==> src/rtl/lldma_pkg.sv <==
package lldma_pkg;

  localparam int ADDR_W   = 32;
  localparam int CNT_W    = 12;
  localparam int CNT_LSB  = 0;
  localparam int WID_LSB  = 18;
  localparam int SINC_BIT = 26;
  localparam int DINC_BIT = 27;
  localparam int DESC_WORDS = 4;
  localparam int WORD_SHIFT = 2;

  localparam logic [2:0] SEL_SRC = 3'd0;
  localparam logic [2:0] SEL_DST = 3'd1;
  localparam logic [2:0] SEL_NXT = 3'd2;
  localparam logic [2:0] SEL_CTL = 3'd3;
  localparam logic [2:0] SEL_GO  = 3'd4;

  typedef enum logic [2:0] {
    ST_IDLE, ST_CHECK, ST_READ, ST_WRITE, ST_END, ST_FETCH
  } state_e;

  typedef struct packed {
    logic [ADDR_W-1:0] src;
    logic [ADDR_W-1:0] dst;
    logic [ADDR_W-1:0] nxt;
    logic [CNT_W-1:0]  cnt;
    logic [1:0]        wcode;
    logic              sinc;
    logic              dinc;
  } desc_t;

  function automatic logic width_ok(input logic [1:0] c);
    return c != 2'd3;
  endfunction

  function automatic logic [2:0] width_bytes(input logic [1:0] c);
    case (c)
      2'd0:    return 3'd1;
      2'd1:    return 3'd2;
      default: return 3'd4;
    endcase
  endfunction

  function automatic logic [ADDR_W-1:0] item_step(input logic [1:0] c, input logic inc);
    return inc ? ADDR_W'(width_bytes(c)) : '0;
  endfunction

  function automatic logic is_aligned(input logic [1:0] lo, input logic [1:0] c);
    case (c)
      2'd0:    return 1'b1;
      2'd1:    return ~lo[0];
      default: return lo == 2'b00;
    endcase
  endfunction

  function automatic logic [ADDR_W-1:0] align_word(input logic [ADDR_W-1:0] a);
    return {a[ADDR_W-1:WORD_SHIFT], {WORD_SHIFT{1'b0}}};
  endfunction

  function automatic desc_t make_desc(input logic [ADDR_W-1:0] s, input logic [ADDR_W-1:0] d,
                                      input logic [ADDR_W-1:0] n, input logic [ADDR_W-1:0] c);
    desc_t r;
    r.src   = s;
    r.dst   = d;
    r.nxt   = align_word(n);
    r.cnt   = c[CNT_LSB +: CNT_W];
    r.wcode = c[WID_LSB +: 2];
    r.sinc  = c[SINC_BIT];
    r.dinc  = c[DINC_BIT];
    return r;
  endfunction

endpackage

==> src/rtl/lldma_desc_fetch.sv <==
module lldma_desc_fetch
  import lldma_pkg::*;
(
  input  logic              clk,
  input  logic              rst_n,
  input  logic              start,
  input  logic [ADDR_W-1:0] base,
  input  logic              mem_ack,
  input  logic [ADDR_W-1:0] mem_rdata,
  output logic              req,
  output logic [ADDR_W-1:0] addr,
  output logic              loaded,
  output desc_t             desc
);

  localparam int IDX_W = $clog2(DESC_WORDS);
  localparam logic [IDX_W-1:0] LAST_IDX = IDX_W'(DESC_WORDS - 1);

  logic [IDX_W-1:0]  idx;
  logic [ADDR_W-1:0] base_q;
  logic [ADDR_W-1:0] w_q [DESC_WORDS-1];
  logic              beat;

  assign beat   = req && mem_ack;
  assign loaded = beat && (idx == LAST_IDX);
  assign addr   = base_q + (ADDR_W'(idx) << WORD_SHIFT);
  assign desc   = make_desc(w_q[0], w_q[1], w_q[2], mem_rdata);

  always_ff @(posedge clk or negedge rst_n) begin
    if (!rst_n) begin
      req    <= 1'b0;
      idx    <= '0;
      base_q <= '0;
    end else if (start) begin
      req    <= 1'b1;
      idx    <= '0;
      base_q <= base;
    end else if (beat) begin
      if (idx == LAST_IDX) req <= 1'b0;
      idx <= idx + 1'b1;
    end
  end

  always_ff @(posedge clk or negedge rst_n) begin
    if (!rst_n) begin
      for (int k = 0; k < DESC_WORDS - 1; k++) w_q[k] <= '0;
    end else if (beat) begin
      for (int k = 0; k < DESC_WORDS - 1; k++)
        if (idx == IDX_W'(k)) w_q[k] <= mem_rdata;
    end
  end

endmodule

==> src/rtl/lldma_addr_regs.sv <==
module lldma_addr_regs
  import lldma_pkg::*;
(
  input  logic              clk,
  input  logic              rst_n,
  input  logic              sw_we,
  input  logic [2:0]        sw_sel,
  input  logic [ADDR_W-1:0] sw_data,
  input  logic              load,
  input  desc_t             load_val,
  input  logic              step,
  output logic [ADDR_W-1:0] src,
  output logic [ADDR_W-1:0] dst,
  output logic [ADDR_W-1:0] nxt,
  output logic [CNT_W-1:0]  cnt,
  output logic              bad_cfg
);

  desc_t cur;

  always_ff @(posedge clk or negedge rst_n) begin
    if (!rst_n) begin
      cur <= '0;
    end else if (load) begin
      cur <= load_val;
    end else if (step) begin
      cur.src <= cur.src + item_step(cur.wcode, cur.sinc);
      cur.dst <= cur.dst + item_step(cur.wcode, cur.dinc);
    end else if (sw_we) begin
      case (sw_sel)
        SEL_SRC: cur.src <= sw_data;
        SEL_DST: cur.dst <= sw_data;
        SEL_NXT: cur.nxt <= align_word(sw_data);
        SEL_CTL: begin
          cur.cnt   <= sw_data[CNT_LSB +: CNT_W];
          cur.wcode <= sw_data[WID_LSB +: 2];
          cur.sinc  <= sw_data[SINC_BIT];
          cur.dinc  <= sw_data[DINC_BIT];
        end
        default: ;
      endcase
    end
  end

  assign src = cur.src;
  assign dst = cur.dst;
  assign nxt = cur.nxt;
  assign cnt = cur.cnt;
  assign bad_cfg = !width_ok(cur.wcode)
                || !is_aligned(cur.src[1:0], cur.wcode)
                || !is_aligned(cur.dst[1:0], cur.wcode);

endmodule

==> src/rtl/lldma_channel.sv <==
module lldma_channel
  import lldma_pkg::*;
(
  input  logic              clk,
  input  logic              rst_n,
  input  logic              cfg_we,
  input  logic [2:0]        cfg_sel,
  input  logic [ADDR_W-1:0] cfg_wdata,
  output logic              mem_req,
  output logic              mem_we,
  output logic [ADDR_W-1:0] mem_addr,
  output logic [ADDR_W-1:0] mem_wdata,
  input  logic              mem_ack,
  input  logic [ADDR_W-1:0] mem_rdata,
  output logic              active,
  output logic              done,
  output logic              err,
  output logic [ADDR_W-1:0] src_addr,
  output logic [ADDR_W-1:0] dst_addr,
  output logic [ADDR_W-1:0] next_ptr
);

  state_e            st;
  logic [CNT_W-1:0]  remain;
  logic [ADDR_W-1:0] data_q;
  logic [CNT_W-1:0]  cnt;
  logic              bad_cfg;

  // named events
  logic  sw_we, start_cmd, step_ev, last_item, in_fetch, fetch_start;
  logic  fetch_req, desc_loaded;
  logic [ADDR_W-1:0] fetch_addr;
  desc_t fetched;

  assign sw_we       = cfg_we && !active;
  assign start_cmd   = sw_we && (cfg_sel == SEL_GO) && cfg_wdata[0];
  assign in_fetch    = (st == ST_FETCH);
  assign last_item   = (st == ST_WRITE) && mem_ack && (remain == CNT_W'(1));
  assign step_ev     = (st == ST_WRITE) && mem_ack && (remain != CNT_W'(1));
  assign fetch_start = (st == ST_END) && (next_ptr != '0);

  lldma_addr_regs u_regs (
    .clk(clk), .rst_n(rst_n),
    .sw_we(sw_we), .sw_sel(cfg_sel), .sw_data(cfg_wdata),
    .load(desc_loaded), .load_val(fetched), .step(step_ev),
    .src(src_addr), .dst(dst_addr), .nxt(next_ptr),
    .cnt(cnt), .bad_cfg(bad_cfg)
  );

  lldma_desc_fetch u_fetch (
    .clk(clk), .rst_n(rst_n),
    .start(fetch_start), .base(next_ptr),
    .mem_ack(mem_ack && in_fetch), .mem_rdata(mem_rdata),
    .req(fetch_req), .addr(fetch_addr),
    .loaded(desc_loaded), .desc(fetched)
  );

  always_ff @(posedge clk or negedge rst_n) begin
    if (!rst_n) begin
      st     <= ST_IDLE;
      active <= 1'b0;
      done   <= 1'b0;
      err    <= 1'b0;
      remain <= '0;
      data_q <= '0;
    end else begin
      done <= 1'b0;
      err  <= 1'b0;
      case (st)
        ST_IDLE: if (start_cmd) begin
          st     <= ST_CHECK;
          active <= 1'b1;
        end
        ST_CHECK: begin
          if (bad_cfg) begin
            err    <= 1'b1;
            active <= 1'b0;
            st     <= ST_IDLE;
          end else if (cnt == '0) begin
            st <= ST_END;
          end else begin
            remain <= cnt;
            st     <= ST_READ;
          end
        end
        ST_READ: if (mem_ack) begin
          data_q <= mem_rdata;
          st     <= ST_WRITE;
        end
        ST_WRITE: begin
          if (last_item) st <= ST_END;
          else if (step_ev) begin
            remain <= remain - 1'b1;
            st     <= ST_READ;
          end
        end
        ST_END: begin
          if (next_ptr == '0) begin
            done   <= 1'b1;
            active <= 1'b0;
            st     <= ST_IDLE;
          end else begin
            st <= ST_FETCH;
          end
        end
        ST_FETCH: if (desc_loaded) st <= ST_CHECK;
        default: st <= ST_IDLE;
      endcase
    end
  end

  always_comb begin
    mem_req   = (st == ST_READ) || (st == ST_WRITE) || fetch_req;
    mem_we    = (st == ST_WRITE);
    mem_wdata = data_q;
    if (in_fetch)           mem_addr = fetch_addr;
    else if (st == ST_WRITE) mem_addr = dst_addr;
    else                    mem_addr = src_addr;
  end

endmodule

==> config.mk <==
export PLATFORM = sky130hd
export DESIGN_NAME = lldma_channel
export DESIGN_NICKNAME = d
export VERILOG_FILES = /design/src/rtl/lldma_pkg.sv /design/src/rtl/lldma_desc_fetch.sv /design/src/rtl/lldma_addr_regs.sv /design/src/rtl/lldma_channel.sv
export SDC_FILE = /design/constraint.sdc
export NUM_CORES = 1
export LEC_CHECK = 0
export ABC_AREA = 1
export BUFFER_PORTS_ARGS = -buffer_cell sky130_fd_sc_hd__buf_2
export CORE_ASPECT_RATIO = 2
export CORE_MARGIN = 1
export CORE_UTILIZATION = 53
export CTS_BUF_LIST = sky130_fd_sc_hd__clkbuf_16
export DETAILED_ROUTE_END_ITERATION = 8
export PLACE_DENSITY = 0.77
export REMOVE_ABC_BUFFERS = 1
export SETUP_SLACK_MARGIN = 0.3
export SKIP_LAST_GASP = 1
export SLEW_MARGIN = 10
export SYNTH_ARGS = -nofsm -noshare
export SYNTH_HDL_FRONTEND = slang
export SYNTH_SLANG_ARGS = --single-unit
==> constraint.sdc <==
create_clock -name clk -period 2.45 [get_ports clk]
set_input_delay 0.49 -clock clk [delete_from_list [all_inputs] [get_ports clk]]
set_output_delay 0.49 -clock clk [all_outputs]
set_load 0.02 [all_outputs]
==> impl_metrics.toml, run 1 <==
[synth]
synthArstFlopShare_pct = 100
ys_seq_area_share_pct = 42.1
netlist_instances = 2476
synth_warnings = 0
synth_area_leaders = "dfrtp_1 42%, nand2_1 19%, o21ai_0 7.2%, nor2_1 5.9%, nand3_1 5.5%"
synth.most_common_cell = "nand2_1"
synth_flop_cell = "dfrtp_1"
avgSynthCellArea_um2 = 6.90
synth_top_area_share_pct = 42.1
synth_seq_cells = 287
syn-cell-area_um2 = 17100
synth_commonest_cells = "873 x nand2_1, 287 x dfrtp_1, 270 x nor2_1"
synth_edf_count = 0
synth_cell_types = 43
yosys.area.top_type = "dfrtp_1"

[placement]
placed_cell_area_um2 = 18800
place_congestion = 1.01
dp_cells = 3062
dpl.hpwl_mm = 53.3
port_buffers = 233

[cts]
cts_sinks = 287
cts_htree_levels = 1
clock_path_buffers = 3
cts_made_buffers = 27
cts_root_buf = "clkbuf_16"

[outcome]
error_line = "[ERROR GRT-0232] Routing congestion too high. Check the congestion heatmap in the GUI."
status = "aborted with a tool error"
haltStage = "global routing"

[floorplanning]
die_height_um = 256
rows = 92
io_pins = 236
chipWidth_um = 129
initial_core_util_pct = 53.9

[timing]
worst_endpoint = "mem_addr[30]"
worst_endpoint_kind = "primary output"

[grt]
grtUsageTotal_pct = 59.9
grt_max_degree = 66
grt-ovfl-total = 3
-- kinds of logic after synthesis --
family                     after synthesis  synth area share [%]
AOI/OAI and AO/OA                      337                  10.2
xor gates and xnor gates                21                  1.08
other                                    1                0.0220
buffers and inverters                  408                  11.7
DFF                                    287                  42.1
and+or+nand+nor                       1405                  33.6
adders and majority gates               17                  1.38
-- repair_timing --
| action | 4_1_cts |
|---|---|
| cloned | 14 |
| pin swaps | 83 |
| gates resized for setup | 314 |
| hold buffers | 1 |
| endpoints found under the hold margin | 58 |
| buffers inserted | 43 |
| setup endpoints to repair | 118 |
-- per-stage QoR --
| stage | setup WS (ns) | hold WS [ns] | setup TNS, ns |
|---|---|---|---|
| 2_1_floorplan | -1.93 | 0.194 | -103.13 |
| 3_3_place_gp | -0.247 | 0.461 | -2.09 |
| 3_5_place_dp | -0.248 | 0.468 | -2.69 |
| 4_1_cts | -0.664 | 0.124 | -14.25 |
-- per-layer routing --
layer	track usage (%)	overflow
met1	58.8	0
met2	85.7	0
met3	30.6	0
met4	63.6	3
met5	4.33	0
==> inputs of run 2 (changes only) <==
--- a/config.mk
+++ b/config.mk
@@ -7,14 +7,11 @@
 export LEC_CHECK = 0
 export ABC_AREA = 1
 export BUFFER_PORTS_ARGS = -buffer_cell sky130_fd_sc_hd__buf_2
-export CORE_ASPECT_RATIO = 2
 export CORE_MARGIN = 1
-export CORE_UTILIZATION = 53
-export CTS_BUF_LIST = sky130_fd_sc_hd__clkbuf_16
+export CORE_UTILIZATION = 40
 export DETAILED_ROUTE_END_ITERATION = 8
-export PLACE_DENSITY = 0.77
+export PLACE_DENSITY_LB_ADDON = 0.15
 export REMOVE_ABC_BUFFERS = 1
-export SETUP_SLACK_MARGIN = 0.3
 export SKIP_LAST_GASP = 1
 export SLEW_MARGIN = 10
 export SYNTH_ARGS = -nofsm -noshare
==> constraint.sdc (replaced) <==
create_clock -name clk -period 3.2 [get_ports clk]
set_input_delay 0.64 -clock clk [delete_from_list [all_inputs] [get_ports clk]]
set_output_delay 0.64 -clock clk [all_outputs]
set_load 0.02 [all_outputs]
==> run 2 against run 1 <==
  * The flow now finishes, with violations (setup timing)
  * Synthesized cell count is the same
  * Area after synthesis is the same
==> impl_metrics.toml, run 2 <==
[grt]
grt-ovfl-total = 0
grt_pass1_vias = 15500
grt_first_pass_wirelength_mm = 98.2
grtUsageTotal_pct = 30.0
antenna_found_initial = 2
grt_max_degree = 89

[routing]
vias = 16600
drc = 0
routed_wl_mm = 64.8
vias_per_cell = 5.23
wl_per_cell_um = 20.4
first_pass_iters = 5
drt_iter0_markers = 1459
postRouteAntennaNets = 0

[floorplanning]
die_height_um = 209
initial_core_util_pct = 40.6
die_area_um2 = 43500
chipWidth_um = 209
rows = 75
io_pins = 236
core_um2 = 42000

[cells_and_area]
largest_reg_flops = 94
antenna_cells = 0
design_area_um2 = 19600
most-common-layout-cells = "861 x nand2_1, 287 x dfrtp_1, 259 x nor2_1"
final_nets = 2692
num-fill-cells = 4351
final_common_cell = "nand2_1"
syn2layout_area_growth_pct = 14.7
layout-drive-gt1-share_pct = 15.2

[timing]
finClkSkew_ns = 0.0191
finalHoldViolCount = 0
tightest_slew_ns = 0.731
rsz0062_at_grt = "yes"
drv_slew = 0
hold_slack_ns = 0.326
finalCriticalPeriod_ns = 3.21
fin_crit_sh_pct = 100
max_freq_mhz = 312
finalSetupTns_ns = -0.00716
relSlewSlack_pct = 51.2
fin_ws_ns = -0.00716
final-setup-viol-count = 1

[synth]
synth_commonest_cells = "873 x nand2_1, 287 x dfrtp_1, 270 x nor2_1"
synth_edf_count = 0
ys_seq_area_share_pct = 42.1
synth_flop_cell = "dfrtp_1"
synth_area_leaders = "dfrtp_1 42%, nand2_1 19%, o21ai_0 7.2%, nor2_1 5.9%, nand3_1 5.5%"
syn-cell-area_um2 = 17100
avgSynthCellArea_um2 = 6.90
synth.most_common_cell = "nand2_1"
synth_cell_types = 43
netlist_instances = 2476
yosys.area.top_type = "dfrtp_1"
synth_warnings = 0
synth_top_area_share_pct = 42.1
synthArstFlopShare_pct = 100
synth_seq_cells = 287

[cts]
cts_htree_levels = 2
cts_root_buf = "clkbuf_16"
insertion_delay_ns = 0.55
cts_tree = "built"
clock_path_buffers = 3
cts_sinks = 287
clk_pin_slew_ns = 0.06
cts_made_buffers = 35

[power]
peakVddDrop_mv = 0.399
p_per_area_nw_per_um2 = 941
p_sw_mw = 8.86
swShare_pct = 48.1
power_leakage_nw = 9.57
pwr-share-comb_pct = 43.9
seq_power_share_pct = 34.1
pwr-share-clk_pct = 22.0
p_int_mw = 9.58

[setup_path]
r2r_cells = 13
endpoint_kind = "output port"
r2r_setup_slack_ns = 0.33
crit_fanout = 3
worstSetupPathType = "reg2out"
arrival_ns = 2.57
critPathRequiredTime_ns = 2.56
startpoint = "u_fetch.base_q[2]"
startpoint_type = "flop"
r2r-start = "u_regs.cur[3]"
r2r-end = "u_regs.dst[14]"

[placement]
dpl.hpwl_mm = 48.9
placed_cell_area_um2 = 18200
place_congestion = 0.963
port_buffers = 233

[worst_hold_path]
hp-class = "in2reg"
min_to = "u_regs.cnt[5]"
whs_path_depth = 3
hp-start = "mem_rdata[5]"

[outcome]
violations = "setup timing"
status = "finished with violations"

[job]
drv_cap = 0
run 2: cell type report:
cell class              count  area (um2)  share of cell area (%)
multi-input cells        1782        8090                    41.3
flip-flops and latches    287        7180                    36.7
repair buffers            282        1690                    8.61
clock buffers              51        1030                    5.25
inverters                 216         815                    4.16
well taps                 539         674                    3.44
clock inverters            12         120                   0.613
run 2: worst max-delay path by stage:
| stage | end | cells past startpoint |
|---|---|---|
| after floorplan | u_fetch.req | 6 |
| after global placement | mem_addr[20] | 12 |
| after global routing | mem_addr[22] | 9 |
| after detailed placement | mem_addr[20] | 12 |
| after CTS | mem_addr[12] | 11 |
| final | mem_addr[12] | 11 |
run 2: cells by family after synthesis:
| kind of cell | synth area share (%) |
|---|---|
| AOI/OAI and AO/OA | 10.2 |
| and+or+nand+nor | 33.6 |
| DFF | 42.1 |
| buffers and inverters | 11.7 |
| other | 0.0220 |
| xor gates and xnor gates | 1.08 |
| adders and majority gates | 1.38 |
run 2: power by group through the flow:
stage	Combinational [mW]	Sequential [mW]	Clock [mW]
3_5_place_dp	7.92	6.29	0
4_1_cts	7.99	6.24	4.14
2_1_floorplan	3.87	6.58	0
5_1_grt	8.86	6.39	4.27
6_report	8.10	6.29	4.05
3_3_place_gp	7.85	6.27	0
run 2: per-layer routing:
layer  track usage [%]  vias to the layer above  routed length, um
met5                 0                        -                  0
met4              9.56                        0               1800
met3              4.64                       86               4330
met2              46.3                      596              28900
met1              43.2                     7872              29700
li1                  -                     8014                  -
run 2: critical path, cell delays in order (launching register included):
cell	delay, ns
dfrtp_1	0.39
ha_4	0.17
inv_2	0.04
fa_2	0.36
nor2_4	0.14
nand2_4	0.08
nor2_4	0.16
inv_2	0.08
nand2_2	0.06
nand3_2	0.11
o211ai_1	0.22
buf_4	0.22
run 2: metrics by stage:
stage / instances / setup WS (ns) / util (%) / power (mW)
2_1_floorplan: 2285 / -1.18 / - / 10.5
3_5_place_dp: 3097 / 0.218 / 43.2 / 14.2
6_report: 3169 / -0.00716 / 46.6 / 18.4
3_3_place_gp: 3097 / 0.268 / 43.2 / 14.1
5_1_grt: 3169 / -0.0864 / 46.6 / 19.5
4_1_cts: 3165 / -0.0405 / 46.2 / 18.4
run 2: repair_timing:
action,in CTS,in global routing
setup endpoints to repair,20,23
resized for setup,28,43
gates cloned,0,0
setup buffers,4,4
hold buffers,1,0
pin swaps,4,11
hold endpoints to repair,34,0
Note: power is estimated with default switching activity, not from simulation.
